==> config.mk <==
export PLATFORM = sky130hd
export DESIGN_NAME = wpath_err_inject
export DESIGN_NICKNAME = d
export VERILOG_FILES = /design/src/rtl/wpi_pkg.sv /design/src/rtl/wpi_cfg_regs.sv /design/src/rtl/wpi_addr_match.sv /design/src/rtl/wpi_arm_ctrl.sv /design/src/rtl/wpath_err_inject.sv
export SDC_FILE = /design/constraint.sdc
export NUM_CORES = 1
export LEC_CHECK = 0
export BUFFER_PORTS_ARGS = -buffer_cell sky130_fd_sc_hd__buf_2
export CAP_MARGIN = 10
export CORE_AREA = 2 2 148 121
export DETAILED_ROUTE_END_ITERATION = 16
export DIE_AREA = 0 0 150 123
export PLACE_DENSITY_LB_ADDON = 0.3
export SLEW_MARGIN = 20
export SYNTH_ARGS = -nofsm -noshare
export SYNTH_HDL_FRONTEND = slang
export SYNTH_SLANG_ARGS = --single-unit
==> constraint.sdc <==
create_clock -name clk -period 5.17 [get_ports clk]
set_input_delay 0.517 -clock clk [delete_from_list [all_inputs] [get_ports clk]]
set_output_delay 0.517 -clock clk [all_outputs]
set_load 0.005 [all_outputs]
==> src/rtl/wpi_pkg.sv <==
package wpi_pkg;
  typedef struct packed {
    logic half_line;
    logic repeat_en;
    logic par_en;
    logic ecc_en;
  } inj_cmd_t;

  localparam int CMD_W = 4;

  typedef enum logic [1:0] {
    SEL_PATTERN  = 2'd0,
    SEL_DONTCARE = 2'd1,
    SEL_FLIPMASK = 2'd2,
    SEL_COMMAND  = 2'd3
  } cfg_sel_e;
endpackage

==> src/rtl/wpi_cfg_regs.sv <==
module wpi_cfg_regs
  import wpi_pkg::*;
#(
  parameter int ADDR_W = 32,
  parameter int ECC_W  = 8
) (
  input  logic              clk,
  input  logic              rst_n,
  input  logic              cfg_we,
  input  logic [1:0]        cfg_sel,
  input  logic [ADDR_W-1:0] cfg_wdata,
  output logic [ADDR_W-1:0] pattern_q,
  output logic [ADDR_W-1:0] dontcare_q,
  output logic [ECC_W-1:0]  flipmask_q,
  output inj_cmd_t          cmd_q,
  output logic              cmd_wr
);
  logic              pat_en, dc_en, fm_en;
  inj_cmd_t          cmd_d;

  always_comb begin
    pat_en = cfg_we && (cfg_sel == SEL_PATTERN);
    dc_en  = cfg_we && (cfg_sel == SEL_DONTCARE);
    fm_en  = cfg_we && (cfg_sel == SEL_FLIPMASK);
    cmd_wr = cfg_we && (cfg_sel == SEL_COMMAND);
    cmd_d  = inj_cmd_t'(cfg_wdata[CMD_W-1:0]);
  end

  always_ff @(posedge clk or negedge rst_n) begin
    if (!rst_n) begin
      pattern_q  <= '0;
      dontcare_q <= '0;
      flipmask_q <= '0;
      cmd_q      <= '0;
    end else begin
      if (pat_en) pattern_q  <= cfg_wdata;
      if (dc_en)  dontcare_q <= cfg_wdata;
      if (fm_en)  flipmask_q <= cfg_wdata[ECC_W-1:0];
      if (cmd_wr) cmd_q      <= cmd_d;
    end
  end

  // an all-zero command leaves every injection enable clear
  p_zero_cmd_r5: assert property (@(posedge clk) disable iff (!rst_n)
    (cmd_wr && cfg_wdata[CMD_W-1:0] == '0) |=> (cmd_q == '0));
endmodule

==> src/rtl/wpi_addr_match.sv <==
module wpi_addr_match #(
  parameter int ADDR_W = 32
) (
  input  logic [ADDR_W-1:0] addr,
  input  logic [ADDR_W-1:0] pattern,
  input  logic [ADDR_W-1:0] dontcare,
  output logic              match
);
  logic [ADDR_W-1:0] bit_ok;

  for (genvar g = 0; g < ADDR_W; g++) begin : g_bit
    assign bit_ok[g] = dontcare[g] | ~(addr[g] ^ pattern[g]);
  end

  assign match = &bit_ok;
endmodule

==> src/rtl/wpi_arm_ctrl.sv <==
module wpi_arm_ctrl
  import wpi_pkg::*;
#(
  parameter int BEATS  = 4,
  parameter int BEAT_W = (BEATS > 1) ? $clog2(BEATS) : 1
) (
  input  logic              clk,
  input  logic              rst_n,
  input  inj_cmd_t          cmd_q,
  input  logic              cmd_wr,
  input  logic              req_valid,
  input  logic              req_write,
  input  logic [BEAT_W-1:0] req_beat,
  input  logic              match,
  output logic              do_ecc,
  output logic              do_par,
  output logic              fired_q
);
  localparam logic [BEAT_W-1:0] HALF_BEAT = BEAT_W'(BEATS / 2);

  logic lower_half, armed, ecc_elig, hit, fired_d;

  always_comb begin
    lower_half = (req_beat < HALF_BEAT);
    armed      = cmd_q.repeat_en | ~fired_q;
    ecc_elig   = cmd_q.ecc_en & (~cmd_q.half_line | lower_half);
    hit        = req_valid & req_write & match & armed & (ecc_elig | cmd_q.par_en);
    do_ecc     = hit & ecc_elig;
    do_par     = hit & cmd_q.par_en;
    if (cmd_wr)   fired_d = 1'b0;
    else if (hit) fired_d = 1'b1;
    else          fired_d = fired_q;
  end

  always_ff @(posedge clk or negedge rst_n) begin
    if (!rst_n) fired_q <= 1'b0;
    else        fired_q <= fired_d;
  end

  // a command write clears the fired flag
  p_cmd_clears_r9: assert property (@(posedge clk) disable iff (!rst_n)
    cmd_wr |=> !fired_q);
  // a spent one-shot blocks further injection
  p_oneshot_r3: assert property (@(posedge clk) disable iff (!rst_n)
    (fired_q && !cmd_q.repeat_en) |-> !(do_ecc || do_par));
  // reads never inject
  p_read_no_inj_r1: assert property (@(posedge clk) disable iff (!rst_n)
    (req_valid && !req_write) |-> !(do_ecc || do_par));
  // upper-half beats never take a check-bit flip under half-line mode
  p_half_line_r8: assert property (@(posedge clk) disable iff (!rst_n)
    (cmd_q.half_line && !lower_half) |-> !do_ecc);
endmodule

==> src/rtl/wpath_err_inject.sv <==
module wpath_err_inject
  import wpi_pkg::*;
#(
  parameter int ADDR_W = 32,
  parameter int DATA_W = 64,
  parameter int ECC_W  = 8,
  parameter int BEATS  = 4,
  parameter int BEAT_W = (BEATS > 1) ? $clog2(BEATS) : 1
) (
  input  logic              clk,
  input  logic              rst_n,
  input  logic              cfg_we,
  input  logic [1:0]        cfg_sel,
  input  logic [ADDR_W-1:0] cfg_wdata,
  input  logic              req_valid,
  input  logic              req_write,
  input  logic [ADDR_W-1:0] req_addr,
  input  logic [BEAT_W-1:0] req_beat,
  input  logic [DATA_W-1:0] req_data,
  input  logic [ECC_W-1:0]  req_ecc,
  output logic              out_valid,
  output logic              out_write,
  output logic [ADDR_W-1:0] out_addr,
  output logic [DATA_W-1:0] out_data,
  output logic [ECC_W-1:0]  out_ecc,
  output logic              out_apar,
  output logic              inj_status
);
  // reset: asynchronous assertion, synchronous release
  logic [1:0] rst_sync_q;
  logic       rst_n_s;

  always_ff @(posedge clk or negedge rst_n) begin
    if (!rst_n) rst_sync_q <= 2'b00;
    else        rst_sync_q <= {rst_sync_q[0], 1'b1};
  end
  assign rst_n_s = rst_sync_q[1];

  logic [ADDR_W-1:0] pattern_q, dontcare_q;
  logic [ECC_W-1:0]  flipmask_q;
  inj_cmd_t          cmd_q;
  logic              cmd_wr, match, do_ecc, do_par, fired_q;

  wpi_cfg_regs #(.ADDR_W(ADDR_W), .ECC_W(ECC_W)) u_cfg (
    .clk(clk), .rst_n(rst_n_s), .cfg_we(cfg_we), .cfg_sel(cfg_sel),
    .cfg_wdata(cfg_wdata), .pattern_q(pattern_q), .dontcare_q(dontcare_q),
    .flipmask_q(flipmask_q), .cmd_q(cmd_q), .cmd_wr(cmd_wr)
  );

  wpi_addr_match #(.ADDR_W(ADDR_W)) u_match (
    .addr(req_addr), .pattern(pattern_q), .dontcare(dontcare_q), .match(match)
  );

  wpi_arm_ctrl #(.BEATS(BEATS), .BEAT_W(BEAT_W)) u_arm (
    .clk(clk), .rst_n(rst_n_s), .cmd_q(cmd_q), .cmd_wr(cmd_wr),
    .req_valid(req_valid), .req_write(req_write), .req_beat(req_beat),
    .match(match), .do_ecc(do_ecc), .do_par(do_par), .fired_q(fired_q)
  );

  // output stage: next-state
  logic              load_en;
  logic [ECC_W-1:0]  ecc_d;
  logic              apar_d;
  logic              valid_q, write_q, apar_q;
  logic [ADDR_W-1:0] addr_q;
  logic [DATA_W-1:0] data_q;
  logic [ECC_W-1:0]  ecc_q;

  always_comb begin
    load_en = req_valid;
    ecc_d   = req_ecc ^ (do_ecc ? flipmask_q : '0);
    apar_d  = (^req_addr) ^ do_par;
  end

  always_ff @(posedge clk or negedge rst_n_s) begin
    if (!rst_n_s) valid_q <= 1'b0;
    else          valid_q <= req_valid;
  end

  always_ff @(posedge clk or negedge rst_n_s) begin
    if (!rst_n_s) begin
      write_q <= 1'b0;
      addr_q  <= '0;
      data_q  <= '0;
      ecc_q   <= '0;
      apar_q  <= 1'b0;
    end else if (load_en) begin
      write_q <= req_write;
      addr_q  <= req_addr;
      data_q  <= req_data;
      ecc_q   <= ecc_d;
      apar_q  <= apar_d;
    end
  end

  assign out_valid  = valid_q;
  assign out_write  = write_q;
  assign out_addr   = addr_q;
  assign out_data   = data_q;
  assign out_ecc    = ecc_q;
  assign out_apar   = apar_q;
  assign inj_status = fired_q;

  // reads leave with untouched check bits and true parity
  p_read_pass_r1: assert property (@(posedge clk) disable iff (!rst_n_s)
    ($past(req_valid) && !$past(req_write)) |->
      (out_ecc == $past(req_ecc) && out_apar == ^out_addr));
  // address and data pass through with one cycle of latency
  p_latency_r10: assert property (@(posedge clk) disable iff (!rst_n_s)
    req_valid |=> (out_valid && out_addr == $past(req_addr) && out_data == $past(req_data)));
  // with both enables set, the two corruptions coincide
  p_shared_match_r6: assert property (@(posedge clk) disable iff (!rst_n_s)
    (cmd_q.ecc_en && cmd_q.par_en && !cmd_q.half_line && flipmask_q != '0 && req_valid) |=>
      ((out_ecc != $past(req_ecc)) == (out_apar != ^out_addr)));
endmodule

==> flow_summary.json, run 1 <==
{
  "status": "complete, no violations",
  "place_ws_ns": 2.37,
  "cp_max_fo": 10,
  "r2r_slack_ns": 2.76,
  "max_cap_viol_count": 0,
  "rsz0062_at_grt": "false",
  "yosys.cell_types.count": 22,
  "tns_ns": 0,
  "antenna_found_initial": 4,
  "yosysMostFrequentCell": "dfrtp_1",
  "cts_resized": 0,
  "postCtsSetupBuffers": 0,
  "hold_violations": 0,
  "multi_input_area_um2": 2920,
  "fin_crit_ns": 2.41,
  "p_leak_nw": 4.46,
  "worstHoldPathType": "primary input to flip-flop",
  "ant_nets": 0,
  "worstPathArrival_ns": 2.69,
  "criticalPathCategory": "flip-flop to flip-flop",
  "htree_levels": 4,
  "cp.depth": 7,
  "synth-seq-cells": 186,
  "remaining_drc_errors": 0,
  "cts_sinks": 186,
  "firstDrtPassIters": 4,
  "grt_pass1_vias": 5545,
  "die_w_um": 150,
  "seq_area_um2": 4660,
  "cp_data_required_time_ns": 5.44,
  "syn_nets": 664,
  "drt_iter0_markers": 151,
  "whs_ns": 0.317,
  "fp.coreArea_um2": 17000,
  "syn_area_um2": 7680,
  "drive_gt1_share_pct": 59.0,
  "nets": 922,
  "fin_ws_ns": 2.76,
  "power_per_cell_area_nw_per_um2": 376,
  "cts-root-buf": "clkbuf_16",
  "worstSetupStartpointType": "flip-flop",
  "drt-total-wl_um": 18200,
  "crit_chain": "xnor2_1, o22ai_1, nor4_1, nand3_2, nor4_1, xnor2_1, a21oi_1",
  "area_growth_pct": 27.9,
  "synth_area_leaders": "dfrtp_1 (61%), mux2_2 (26%), xnor2_1 (7.8%), o22ai_1 (1.3%), nor4_1 (0.90%)",
  "yosysTopAreaCell": "dfrtp_1",
  "fillers": 1413,
  "worstSetupEndpoint": "out_ecc[6]$_DFFE_PN0P_",
  "async_flop_share_pct": 100,
  "dieArea_um2": 18500,
  "synth_top_area_share_pct": 60.6,
  "wl_per_cell_um": 17.8,
  "drt-vias-per-instance": 5.00,
  "cpPeakStageDelay_ns": 0.49,
  "syn_inst": 519,
  "critPathTopFamily": "simple AND/OR/NAND/NOR gates",
  "cts.clk_slew.worst_paths_ns": 0.07,
  "startpoint": "u_cfg.pattern_q[30]$_DFFE_PN0P_",
  "dp_hpwl_um": 13500,
  "routed-via-count": 5086,
  "vdd.ir_drop.worst_mv": 0.228,
  "ys.flop_type": "dfrtp_1",
  "worstSkewPairLatency_ns": 0.43,
  "grt_usage_pct": 20.3,
  "grt_overflow": 0,
  "r2r_start": "u_cfg.pattern_q[30]$_DFFE_PN0P_",
  "fin_crit_sh_pct": 46.7,
  "tritoncts": "done",
  "skew_ns": 0.0118,
  "worst-path-buf-inv": 0,
  "grt_pass1_wl_um": 28300,
  "place.gp.congestion": 0.786,
  "relSlewSlack_pct": 49.1,
  "worstReg2RegEnd": "out_ecc[6]$_DFFE_PN0P_",
  "yosysWarnings": 0,
  "synth-seq-area-share_pct": 60.6,
  "dp.cells": 981,
  "final_cells": 1018,
  "syn_area_per_cell_um2": 14.8,
  "worstMarginPinSlew_ns": 0.764,
  "synth_edf_count": 0,
  "clockBufferDepth": 2,
  "ios": 253,
  "end_kind": "flip-flop",
  "setup_violations": 0,
  "port_buffers": 251,
  "maxSlewViolCount": 0,
  "rr_worst_depth": 7,
  "yosys-top-cells-count": "dfrtp_1 (186), mux2_2 (174), xnor2_1 (68), clkbuf_1 (18), o22ai_1 (16)",
  "start_util_pct": 45.2,
  "critical_path.slowest_cell": "nor4_1",
  "cts_buffers": 17,
  "fmax_ghz": 0.414,
  "die_y_um": 123,
  "grt_max_degree": 93,
  "rows": 43
}
## layout by cell type, fill, tap and decap left out, drive strengths merged
cell type      n
a2111oi        1
a21oi          8
and2           1
buf          257
bufinv         1
clkbuf        17
clkinv         4
clkinvlp       2
conb           1
dfrtp        186
diode          3
dlygate4sd3    1
inv           18
mux2         174
nand2          3
nand3          2
nand3b         2
nor2           9
nor3           1
nor3b          1
nor4          11
o211ai         1
o21ai          1
o22ai         16
xnor2         68
xor2           4
## state kept, by name, summed over array words and instances, names as in the netlist
register,cells
out_write,1
out_valid,1
u_arm.fired_q,1
out_apar,1
out_addr,32
u_cfg.pattern_q,32
rst_sync_q,2
u_cfg.flipmask_q,8
out_data,64
out_ecc,8
u_cfg.cmd_q,4
u_cfg.dontcare_q,32
## repair_timing
item	4_1_cts	5_1_grt
hold buffers	1	0
endpoints found under the setup margin	0	0
endpoints found under the hold margin	2	0
## how the worst min path moves through the flow
stage          slack (ns)                  endpoint         start  cells past startpoint
3_3_place_gp         0.30   rst_sync_q[0]$_DFF_PN0_         rst_n                      1
2_1_floorplan        0.22   rst_sync_q[0]$_DFF_PN0_         rst_n                      0
4_1_cts              0.30  out_data[32]$_DFFE_PN0P_  req_data[32]                      2
5_1_grt              0.30  out_data[63]$_DFFE_PN0P_  req_data[63]                      2
3_5_place_dp         0.31   rst_sync_q[0]$_DFF_PN0_         rst_n                      1
6_report             0.32  out_data[32]$_DFFE_PN0P_  req_data[32]                      2
## kinds of logic (layout without fill, tap and decap cells)
family / Yosys count / in the layout / share of synthesized area [%]
AOI/OAI and AO/OA: 27 / 27 / 2.10
xor gates and xnor gates: 72 / 72 / 8.21
buffers and inverters: 29 / 300 / 1.42
DFF: 186 / 186 / 60.6
muxes: 174 / 174 / 25.5
other: 1 / 4 / 0.0488
and+or+nand+nor: 30 / 30 / 2.12
## power breakdown
| group | internal (W) | switching [W] | total, W |
|---|---|---|---|
| Combinational | 0.000372 | 0.000272 | 0.000644 |
| Clock | 0.000683 | 0.000596 | 0.00128 |
| Sequential | 0.00166 | 0.000117 | 0.00177 |
## layer usage
metal	vias to the layer above	wire length, um	share of wire (%)	GRT usage [%]
li1	2341	-	-	-
met2	165	8890	49	33.4
met4	2	265	1.5	6.78
met1	2557	7880	43	25.7
met5	-	7	0.039	0
met3	21	1130	6.2	6.20
## metrics by stage
stage | util [%] | power (W) | cell area, um^2
2_1_floorplan | - | 0.00218 | 7680
5_1_grt | 57.7 | 0.00388 | 9820
3_3_place_gp | 54.1 | 0.00241 | 9200
6_report | 57.8 | 0.00369 | 9820
3_5_place_dp | 54.1 | 0.00245 | 9200
4_1_cts | 57.6 | 0.00374 | 9790
## area by class of cell
class	instances	share of cell area, %
Timing Repair Buffer	258	13.6
Inverter	10	0.382
Clock buffer	17	4.33
Sequential cell	186	47.4
Tap cell	225	2.87
Clock inverter	15	1.57
Antenna cell	3	0.0764
Multi-Input combinational cell	304	29.8
(Power assumes the default switching activity.)
==> run 2: changes to the inputs <==
==> constraint.sdc (replaced) <==
create_clock -name clk -period 2 [get_ports clk]
set_input_delay 0.2 -clock clk [delete_from_list [all_inputs] [get_ports clk]]
set_output_delay 0.2 -clock clk [all_outputs]
set_load 0.005 [all_outputs]
==> flow_summary.json, run 2 (synthesized netlist as in run 1, its figures left out) <==
{
  "wl_per_cell_um": 19.0,
  "grt_usage_pct": 22.6,
  "rows": 43,
  "utilization_pct": 63.4,
  "worstHoldPathType": "primary input to flip-flop",
  "worstPathArrival_ns": 2.39,
  "ios": 253,
  "worstMarginPinSlew_ns": 0.627,
  "area_growth_pct": 40.4,
  "die_w_um": 150,
  "antenna_found_initial": 1,
  "p_leak_nw": 4.88,
  "status": "complete, but fails checks",
  "grt_pass1_vias": 5713,
  "worstSkewPairLatency_ns": 0.43,
  "port_buffers": 251,
  "routed-via-count": 5456,
  "drt_iter0_markers": 189,
  "cp_max_fo": 5,
  "final_cells": 1077,
  "dp_hpwl_um": 13700,
  "fp.coreArea_um2": 17000,
  "clockBufferDepth": 2,
  "drt-vias-per-instance": 5.07,
  "fin_crit_sh_pct": 104,
  "die_y_um": 123,
  "mostFrequentLayoutCells": "buf_2 (250), dfrtp_1 (185), mux2_2 (174), xnor2_1 (62), dlygate4sd3_1 (48)",
  "totalPowerFinal_w": 0.0102,
  "vdd.ir_drop.worst_mv": 0.574,
  "grt_overflow": 0,
  "fin_ws_ns": -0.0759,
  "tritoncts": "done",
  "worstSetupStartpointType": "flip-flop",
  "tns_ns": -0.496,
  "dp.cells": 990,
  "fin_crit_ns": 2.08,
  "start_util_pct": 45.2,
  "grt_max_degree": 116,
  "power_per_cell_area_nw_per_um2": 946,
  "drt-total-wl_um": 20400,
  "cts-root-buf": "clkbuf_16",
  "setup_violations": 9,
  "end_kind": "flip-flop",
  "htree_levels": 4,
  "criticalPathCategory": "flip-flop to flip-flop",
  "firstDrtPassIters": 5,
  "dieArea_um2": 18500,
  "hold_violations": 0,
  "rsz0062_at_grt": "true",
  "cts_buffers": 17,
  "maxSlewViolCount": 0,
  "place.gp.congestion": 0.781,
  "largest_reg_flops": 64,
  "relSlewSlack_pct": 58.2,
  "drive_gt1_share_pct": 58.9,
  "failed_checks": "negative setup slack",
  "grt_pass1_wl_um": 31300,
  "max_cap_viol_count": 0,
  "skew_ns": 0.0101,
  "remaining_drc_errors": 0,
  "ant_nets": 0,
  "cts.clk_slew.worst_paths_ns": 0.06,
  "cp_data_required_time_ns": 2.31,
  "mostFrequentLayoutCell": "buf_2",
  "fmax_ghz": 0.482,
  "cts_sinks": 186,
  "nets": 984
}
## run 2: repair_timing
action / CTS / global route
setup endpoints to repair: 9 / 9
pin swaps: 15 / 25
gates resized for setup: 29 / 17
hold buffers: 44 / 4
buffers inserted: 5 / 0
gates cloned: 2 / 0
endpoints found under the hold margin: 45 / 4
## run 2: path summary, 6_finish.rpt
path | endpoint | slack, ns | startpoint | depth (start not counted)
min in group asynchronous | rst_sync_q[0]$_DFF_PN0_ | 0.08 | rst_n | 2
max in group asynchronous | out_data[34]$_DFFE_PN0P_ | 1.02 | rst_sync_q[1]$_DFF_PN0_ | 1
max reg2reg | out_apar$_DFFE_PN0P_ | -0.08 | u_cfg.pattern_q[30]$_DFFE_PN0P_ | 8
min | out_data[2]$_DFFE_PN0P_ | 0.01 | req_data[2] | 2
max | out_apar$_DFFE_PN0P_ | -0.08 | u_cfg.pattern_q[30]$_DFFE_PN0P_ | 8
min reg2reg | u_cfg.pattern_q[8]$_DFFE_PN0P_ | 0.27 | rst_sync_q[1]$_DFF_PN0_ | 0
## run 2: report_power, final
group	total [W]	switching (W)	internal, W
logic	0.00199	0.000877	0.00111
clock network	0.00361	0.00145	0.00217
registers	0.00459	0.000313	0.00428
total	0.0102	0.00264	0.00756
## run 2: area by class of cell
type / instances / area (um^2)
inverters: 10 / 37.5
repair buffers: 319 / 1970
well taps: 225 / 282
clock buffers: 22 / 464
multi-input cells: 305 / 3210
clock inverters: 9 / 163
flip-flops and latches: 186 / 4660
fillers: 1325 / 6220
diodes: 1 / 2.50
## run 2: metrics by stage
stage / hold slack (ns) / worst slack [ns] / instance area [um^2]
after CTS: 0.000734 / -0.0756 / 10600
after global placement: -0.0136 / -0.171 / 9330
final: 0.0119 / -0.0759 / 10800
after global routing: 0.000284 / -0.181 / 10800
after floorplan: -0.0956 / 0.0911 / 7680
after detailed placement: -0.0110 / -0.319 / 9330
## run 2: critical path, cell delays in order (launching register included)
cell and delay [ns]:
dfrtp_1 0.41, xnor2_2 0.18, o22ai_2 0.10, nor4_2 0.30
buf_4 0.20, nand3_4 0.20, nor3_4 0.21, xnor2_1 0.09
mux2_2 0.26
## run 2: layer usage
layer,up-vias,part of all wire [%],GRT usage [%],wire [um]
li1,2463,-,-,-
met1,2775,42,28.8,8690
met2,189,49,37.8,10000
met3,29,6.4,6.64,1320
met4,0,2.0,6.84,401
met5,-,0,0,0
